**src/rtl/burst_seq_pkg.sv**
```systemverilog
package burst_seq_pkg;

  localparam int BEAT_W = 2;

  typedef enum logic {
    ORD_LINEAR     = 1'b0,
    ORD_INTERLEAVE = 1'b1
  } beat_order_e;

  // Low address bits for beat index n, given the captured start bits.
  function automatic logic [BEAT_W-1:0] beat_low_bits(
    input logic [BEAT_W-1:0] start_bits,
    input logic [BEAT_W-1:0] beat_idx,
    input beat_order_e       order
  );
    logic [BEAT_W-1:0] res;
    if (order == ORD_INTERLEAVE) res = start_bits ^ beat_idx;
    else                         res = start_bits + beat_idx;
    return res;
  endfunction

  function automatic logic [BEAT_W-1:0] beat_next(input logic [BEAT_W-1:0] beat_idx);
    return beat_idx + {{(BEAT_W-1){1'b0}}, 1'b1};
  endfunction

endpackage

```
**src/rtl/bsq_strobe_decode.sv**
```systemverilog
module bsq_strobe_decode (
  input  logic clk,
  input  logic rst_n,
  input  logic ctl_stb_n,
  input  logic cpu_stb_n,
  input  logic ce_n,
  input  logic step_n,
  output logic load_evt,
  output logic step_evt
);
  logic cpu_load;

  assign cpu_load = ~cpu_stb_n & ~ce_n;
  assign load_evt = ~ctl_stb_n | cpu_load;
  // capture outranks advance
  assign step_evt = ~load_evt & ~step_n;


  load_step_excl_chk: assert property (@(posedge clk) disable iff (!rst_n)
    !(load_evt && step_evt));


  ctl_always_loads_chk: assert property (@(posedge clk) disable iff (!rst_n)
    !ctl_stb_n |-> load_evt);
endmodule

```
**src/rtl/bsq_base_reg.sv**
```systemverilog
module bsq_base_reg #(
  parameter int ADDR_W = 18
) (
  input  logic              clk,
  input  logic              rst_n,
  input  logic              load_evt,
  input  logic [ADDR_W-1:0] d,
  output logic [ADDR_W-1:0] q
);
  always_ff @(posedge clk) begin
    if (!rst_n)        q <= '0;
    else if (load_evt) q <= d;
  end


  base_hold_chk: assert property (@(posedge clk) disable iff (!rst_n)
    !load_evt |=> $stable(q));


  base_capture_chk: assert property (@(posedge clk) disable iff (!rst_n)
    load_evt |=> q == $past(d));
endmodule

```
**src/rtl/bsq_beat_ctr.sv**
```systemverilog
module bsq_beat_ctr
  import burst_seq_pkg::*;
(
  input  logic              clk,
  input  logic              rst_n,
  input  logic              load_evt,
  input  logic              step_evt,
  output logic [BEAT_W-1:0] beat_idx
);
  always_ff @(posedge clk) begin
    if (!rst_n)        beat_idx <= '0;
    else if (load_evt) beat_idx <= '0;
    else if (step_evt) beat_idx <= beat_next(beat_idx);
  end


  load_clears_beat_chk: assert property (@(posedge clk) disable iff (!rst_n)
    load_evt |=> beat_idx == '0);


  step_adds_one_chk: assert property (@(posedge clk) disable iff (!rst_n)
    step_evt |=> beat_idx == $past(beat_idx) + 2'd1);


  idle_holds_beat_chk: assert property (@(posedge clk) disable iff (!rst_n)
    (!load_evt && !step_evt) |=> $stable(beat_idx));
endmodule

```
**src/rtl/burst_addr_seq.sv**
```systemverilog
module burst_addr_seq
  import burst_seq_pkg::*;
#(
  parameter int ADDR_W = 18
) (
  input  logic              clk,
  input  logic              rst_n,
  input  logic [ADDR_W-1:0] bus_addr,
  input  logic              ctl_stb_n,
  input  logic              cpu_stb_n,
  input  logic              ce_n,
  input  logic              step_n,
  input  logic              order_ilv,
  output logic [ADDR_W-1:0] seq_addr
);
  localparam int UPPER_W = ADDR_W - BEAT_W;

  logic              load_evt;
  logic              step_evt;
  logic [ADDR_W-1:0] base_q;
  logic [BEAT_W-1:0] beat_idx;
  logic [BEAT_W-1:0] low_bits;
  beat_order_e       order;

  assign order = beat_order_e'(order_ilv);

  bsq_strobe_decode u_dec (
    .clk       (clk),
    .rst_n     (rst_n),
    .ctl_stb_n (ctl_stb_n),
    .cpu_stb_n (cpu_stb_n),
    .ce_n      (ce_n),
    .step_n    (step_n),
    .load_evt  (load_evt),
    .step_evt  (step_evt)
  );

  bsq_base_reg #(.ADDR_W(ADDR_W)) u_base (
    .clk      (clk),
    .rst_n    (rst_n),
    .load_evt (load_evt),
    .d        (bus_addr),
    .q        (base_q)
  );

  bsq_beat_ctr u_ctr (
    .clk      (clk),
    .rst_n    (rst_n),
    .load_evt (load_evt),
    .step_evt (step_evt),
    .beat_idx (beat_idx)
  );

  assign low_bits = beat_low_bits(base_q[BEAT_W-1:0], beat_idx, order);

  generate
    if (UPPER_W > 0) begin : g_upper
      assign seq_addr = {base_q[ADDR_W-1:BEAT_W], low_bits};
    end else begin : g_low_only
      assign seq_addr = low_bits[ADDR_W-1:0];
    end
  endgenerate


  gated_cpu_no_load_chk: assert property (@(posedge clk) disable iff (!rst_n)
    (ctl_stb_n && ce_n) |-> !load_evt);


  wrap_to_start_chk: assert property (@(posedge clk) disable iff (!rst_n)
    (step_evt && beat_idx == 2'd3) |=> seq_addr[1:0] == base_q[1:0]);


  hold_addr_chk: assert property (@(posedge clk) disable iff (!rst_n)
    (!load_evt && step_n) |=> $stable(seq_addr));
endmodule

```
**config.mk**
```make
export PLATFORM = sky130hd
export DESIGN_NAME = burst_addr_seq
export DESIGN_NICKNAME = d
export VERILOG_FILES = /design/src/rtl/burst_seq_pkg.sv /design/src/rtl/bsq_strobe_decode.sv /design/src/rtl/bsq_base_reg.sv /design/src/rtl/bsq_beat_ctr.sv /design/src/rtl/burst_addr_seq.sv
export SDC_FILE = /design/constraint.sdc
export NUM_CORES = 1
export LEC_CHECK = 0
export ABC_AREA = 1
export BUFFER_PORTS_ARGS = -buffer_cell sky130_fd_sc_hd__buf_2
export CAP_MARGIN = 20
export CORE_MARGIN = 4
export CORE_UTILIZATION = 43
export DETAILED_ROUTE_END_ITERATION = 8
export PLACE_DENSITY_LB_ADDON = 0.15
export SLEW_MARGIN = 10
export SYNTH_ARGS = -nofsm -noshare
export SYNTH_HDL_FRONTEND = slang
export SYNTH_SLANG_ARGS = --single-unit
```
**constraint.sdc**
```tcl
create_clock -name clk -period 1.25 [get_ports clk]
set_input_delay 0.1875 -clock clk [delete_from_list [all_inputs] [get_ports clk]]
set_output_delay 0.1875 -clock clk [all_outputs]
set_load 0.005 [all_outputs]
```
==> results.md, run 1 <==
- Status: finished, violations left
- Violated checks: negative setup slack
- Detailed Route WL: 2189 µm
- Power Dens Cells: 1065 nW/µm²
- Post-synth net total: 185
- N_diodes: 0
- Tot GR Track Use: 13.28%
- Pre-antenna DRT Iters: 4
- CP cell instances: ha_4, inv_2, nor2_4, nand3_1, nand2_1, inv_1, buf_2
- Placed wire-length estimate: 1519 µm
- FMAX: 713.2 MHz
- Root buffer cell: clkbuf_4
- Sequential share of power: 51.8%
- Fill cell count: 263
- Tcrit/Tclk final: 112.2%
- Clock group share of total power: 27.6%
- Kind of launch point of the worst setup path: flip-flop
- Internal Power: 988.5 µW
- Synthesized instance count: 159
- Die Ht: 59.29 µm
- Post-Route Skew: 0.3974 ps
- Worst Max-Slew Pin Slew: 390.7 ps
- Slowest-stage cell, CP: dfxtp_2
- Starting density of the core: 45.25%
- Antenna violations before repair: 0
- Cell family with most CP delay: flip-flops
- Synth Cell Area: 1131 µm²
- RSZ-0062 raised after global routing: true
- Required @ worst endpoint: 1060 ps
- Deepest clock path buffer count: 2
- CTS tree: built
- Vias in the first global route: 895
- Logic gate share of total power: 20.6%
- DRT iter0 DRCs: 27
- Critical path depth: 7
- Arrival @ worst endpoint: 1210 ps
- Die Wd: 59.29 µm
- Hold path start: bus_addr[8]
- Footprint of the multi-input gates: 479.2 µm²
- Total power: 1.365 mW
- Layout cells sized above 1: 42.70%
- Clock slew at reported path FFs: 110 ps
- Crit end category: output pin
- Io pins: 43
- Setup Crit Path Kind: reg -> out
- Sequential fraction of the synthesis area: 35.40%
- Final nets: 212
- Mapped Avg Cell Area: 7.114 µm²
- Final Cell Area: 1281 µm²
- Sink Count: 20
- Synth Register Bits: 20
- Synth Warn #: 0
- NetSw: 376.1 µW
- Pin count of the biggest net entering global routing: 20
- Storage cell area: 402.9 µm²
- Syn-to-layout area delta: 13.27%
- # rows: 18
- Vias: 952
- P_leak: 0.6914 nW
- WHS: 102.2 ps
- Crit Path Max Fanout: 2
- Max Slew Vio Count: 0
- RePlAce Congestion: 0.7049
- Crit path to: seq_addr[1]
- Port Buf Inserts: 42
- # Max-Cap Violations: 0
- Core ar.: 2500 µm²
- Final setup vio count: 1
- Clk_lat worst skew: 290 ps
- Setup_tns: -152.1 ps
- Gr ovfl total: 0
- CTS Buf Count: 3
- VDD IR max: 0.6183 mV
- Placed Instance Area: 1215 µm²
- Reg2reg setup slack: 410 ps
- Final core utilization: 51.25%
- Hold/Removal Path Class: in -> reg
- Slew margin rel.: 73.95%
- First-pass GRT wire length: 3622 µm
- Overall die area: 3515 µm²
- Post-synthesis cell type count: 16
- Vias per cell: 4.428
- Setup crit start: u_ctr.beat_idx[0]
- H-tree lvl count: 1
- Final worst slack: -152.1 ps
- Worst r2r dst: u_ctr.beat_idx[0]
- Fin. Hold Viols: 0
- Routed len/inst: 10.18 µm
- Post-route minimum period: 1402 ps
- CP bufs+invs: 3
- Drc violations: 0
- Worst r2r path cells: 3
- Worst reg2reg startpoint: u_ctr.beat_idx[0]
- CP max stage delay: 370 ps
- Antenna Violating Nets Remaining: 0
- Switching part of the total: 27.56%
## synthesized netlist by cell type (all sizes together)
cell type	instances	area (µm²)
nor2	41	222.7
nand2	28	115.1
inv	26	100.1
buf	22	171.4
dfxtp	20	400.4
nand3	20	100.1
ha	1	12.51
xor2	1	8.760
## power by group through the flow
stage,logic [mW],registers (mW),clock network (mW)
6_report,0.281,0.707,0.376
5_1_grt,0.325,0.714,0.411
4_1_cts,0.284,0.706,0.386
3_5_place_dp,0.280,0.720,0
3_3_place_gp,0.274,0.719,0
2_1_floorplan,0.236,0.717,0
## state kept, by name, indices dropped and copies added, names as in the netlist
name            count
u_ctr.beat_idx      2
u_base.q           18
## worst min path at each step
stage	endpoint	slack (ps)	cells after the start
floorplan	u_base.q[14]	320	2
global placement	u_base.q[0]	410	3
detailed placement	u_base.q[8]	420	3
CTS	u_base.q[8]	100	3
global route	u_base.q[14]	110	3
finish	u_base.q[8]	100	3
## layout make-up
cell class                 count  share of cell area, %
sequential                    20                  31.45
timing repair buffer          44                  17.58
multi-input combinational     91                  37.40
clock buffer                   4                  2.832
tap                           30                  2.930
inverter                      26                  7.812
## cells in the final DEF, fill, tap and decap left out, types with 3 or more instances in the layout
| cell type | instances |
|---|---|
| nor2_1 | 18 |
| buf_2 | 42 |
| clkbuf_4 | 3 |
| dfxtp_1 | 18 |
| nor2_2 | 21 |
| nand3_1 | 20 |
| nand2_1 | 26 |
| inv_1 | 23 |
## logic make-up (layout without fill, tap and decap cells)
group / after synthesis / count (layout) / share of synthesized area [%]
flip-flops: 20 / 20 / 35.40
XOR/XNOR: 1 / 1 / 0.7745
AND/OR/NAND/NOR: 89 / 89 / 38.72
buffers and inverters: 48 / 74 / 24.01
adder cells (fa/ha/maj): 1 / 1 / 1.106
## per-stage QoR
step	worst slack [ps]	std cells
6_report	-152.1	215
5_1_grt	-237.2	215
4_1_cts	-150.9	215
3_5_place_dp	101.5	210
3_3_place_gp	128.7	210
2_1_floorplan	241.0	159
## per-layer routing
layer	vias up	track usage, %	wire (µm)
li1	508	-	-
met1	413	15.75	945
met2	27	23.56	1064
met3	4	2.397	145
met4	0	4.854	34
met5	-	0	0
## worst min-delay path: cells and delay by family
kind	cells	cell delay, ps
AND/OR/NAND/NOR	2	110
buffers and inverters	1	70
## repair_timing
item                                   CTS  global route
endpoints found under the hold margin    0             0
setup buffers                            1             0
gates resized for setup                  2             6
hold buffers                             0             0
setup endpoints to repair                2             2
pin swaps                                0             3
No activity file was read; power rests on OpenSTA's default activity.
==> run 2: changes to the inputs <==
- CORE_UTILIZATION: 43 -> 48
- PLACE_DENSITY: unset -> 0.78
- PLACE_DENSITY_LB_ADDON: 0.15 -> unset
==> run 2 against run 1 <==
The run still ends with negative setup slack left; design area fell by 1.7%; cell count fell by 1.4%; sequential power barely moved; sequential share of layout area rose by 0.53 points; largest cell class unchanged; highest routed layer unchanged.
==> results.md, run 2 (same netlist as run 1, synthesis figures left out) <==
- Overall die area: 3197 µm²
- RSZ-0062 raised after global routing: true
- Port Buf Inserts: 42
- Gr ovfl total: 0
- NetSw: 370.5 µW
- Setup Crit Path Kind: reg -> out
- # rows: 17
- Antenna violations before repair: 0
- CTS Buf Count: 3
- RePlAce Congestion: 0.7772
- Status: finished, violations left
- Required @ worst endpoint: 1060 ps
- Io pins: 43
- Post-route minimum period: 1387 ps
- Crit Path Max Fanout: 2
- N_diodes: 0
- Setup WS pre-CTS: 84.96 ps
- Commonest non-fill, non-tap cell in the layout: buf_2
- Kind of launch point of the worst setup path: flip-flop
- Commonest cells after routing, fill and taps aside: buf_2, nand2_1, inv_1
- Die Wd: 56.55 µm
- Root buffer cell: clkbuf_4
- Final setup vio count: 1
- Power Dens Cells: 1028 nW/µm²
- Hold_buf cts: 0
- Clock group share of total power: 23.2%
- Finished Layout Cells: 212
- Final nets: 212
- Core ar.: 2233 µm²
- Syn-to-layout area delta: 11.39%
- Max FFs per register: 18
- Pin count of the biggest net entering global routing: 20
- Internal Power: 924.5 µW
- Vias: 981
- Logic gate share of total power: 22.0%
- Fill cell count: 228
- Violated checks: negative setup slack
- Clk_lat worst skew: 300 ps
- # Max-Cap Violations: 0
- Sequential share of power: 54.8%
- Layout cells sized above 1: 41.85%
- Reg2reg setup slack: 400 ps
- WHS: 104.3 ps
- FMAX: 720.8 MHz
- Placed wire-length estimate: 1654 µm
- Vias in the first global route: 926
- Dpl cells: 208
- Starting density of the core: 50.64%
- Arrival @ worst endpoint: 1200 ps
- Tcrit/Tclk final: 111.0%
- Antenna Violating Nets Remaining: 0
- CTS tree: built
- Switching part of the total: 28.61%
- Top Registers: u_base.q x18, u_ctr.beat_idx x2
- Fin. Hold Viols: 0
- Slew margin rel.: 74.63%
- Post-Route Skew: 0.06298 ps
- Sink Count: 20
- VDD IR max: 0.6427 mV
- H-tree lvl count: 1
- Routed len/inst: 10.83 µm
- Clock slew at reported path FFs: 110 ps
- Detailed Route WL: 2296 µm
- Vias per cell: 4.627
- Final core utilization: 56.41%
- Max Slew Vio Count: 0
- First-pass GRT wire length: 3898 µm
- Tot GR Track Use: 15.60%
- Hold/Removal Path Class: in -> reg
- Worst Max-Slew Pin Slew: 380.6 ps
- Drc violations: 0
- Pre-antenna DRT Iters: 4
- Crit end category: output pin
- Reg with most FFs: u_base.q
- P_leak: 0.6843 nW
- Deepest clock path buffer count: 2
- DRT iter0 DRCs: 12
- Final worst slack: -137.4 ps
- Die Ht: 56.55 µm
-- run 2: cell count changes in the layout (fill, tap and decap cells not counted), sizes merged --
cell | before | now
clkbuf | 4 | 3
-- run 2: per-layer routing --
| metal | wire, µm | GRT usage, % |
|---|---|---|
| met4 | 68 | 8.475 |
| met2 | 1143 | 26.24 |
| met1 | 912 | 18.14 |
| met3 | 171 | 3.448 |
| met5 | 0 | 0 |
-- run 2: power groups by stage --
stage / Sequential (mW) / Clock, mW / Combinational [mW]
3_3_place_gp: 0.719 / 0 / 0.270
5_1_grt: 0.716 / 0.343 / 0.329
6_report: 0.709 / 0.301 / 0.285
4_1_cts: 0.710 / 0.320 / 0.289
3_5_place_dp: 0.722 / 0 / 0.282
2_1_floorplan: 0.717 / 0 / 0.236
-- run 2: through the flow --
stage / cell area, µm² / total power [mW] / TNS, ps
final: 1260 / 1.295 / -137.4
after detailed placement: 1212 / 1.004 / 0
after floorplan: 1131 / 0.9530 / 0
after global routing: 1260 / 1.388 / -249.1
after CTS: 1260 / 1.319 / -137.6
after global placement: 1212 / 0.9892 / 0
-- run 2: timing repair --
item,in CTS,in global routing
pin swaps,0,1
buffers inserted,1,0
gates resized for setup,5,0
setup endpoints to repair,2,1
-- run 2: path summary, 6_finish.rpt --
kind | startpoint | end | cells past startpoint
worst max-delay path | u_ctr.beat_idx[0] | seq_addr[1] | 7
worst max register to register | u_ctr.beat_idx[0] | u_ctr.beat_idx[0] | 3
worst min-delay path | bus_addr[0] | u_base.q[0] | 3
worst min register to register | u_base.q[12] | u_base.q[12] | 4
-- run 2: area by class of cell --
class | instances | area (µm²) | area share (%)
Inverter | 26 | 100.1 | 7.944
Tap cell | 28 | 35.03 | 2.781
Multi-Input combinational cell | 91 | 474.2 | 37.64
Clock buffer | 3 | 22.52 | 1.787
Timing Repair Buffer | 44 | 225.2 | 17.87
Sequential cell | 20 | 402.9 | 31.98
-- run 2: critical path, cell delays in order, from the launching register on --
cell and delay (ps):
dfxtp_2 380, ha_4 140, inv_2 30, nor2_2 80, nand3_1 70, nand2_1 60, inv_1 30, buf_2 110
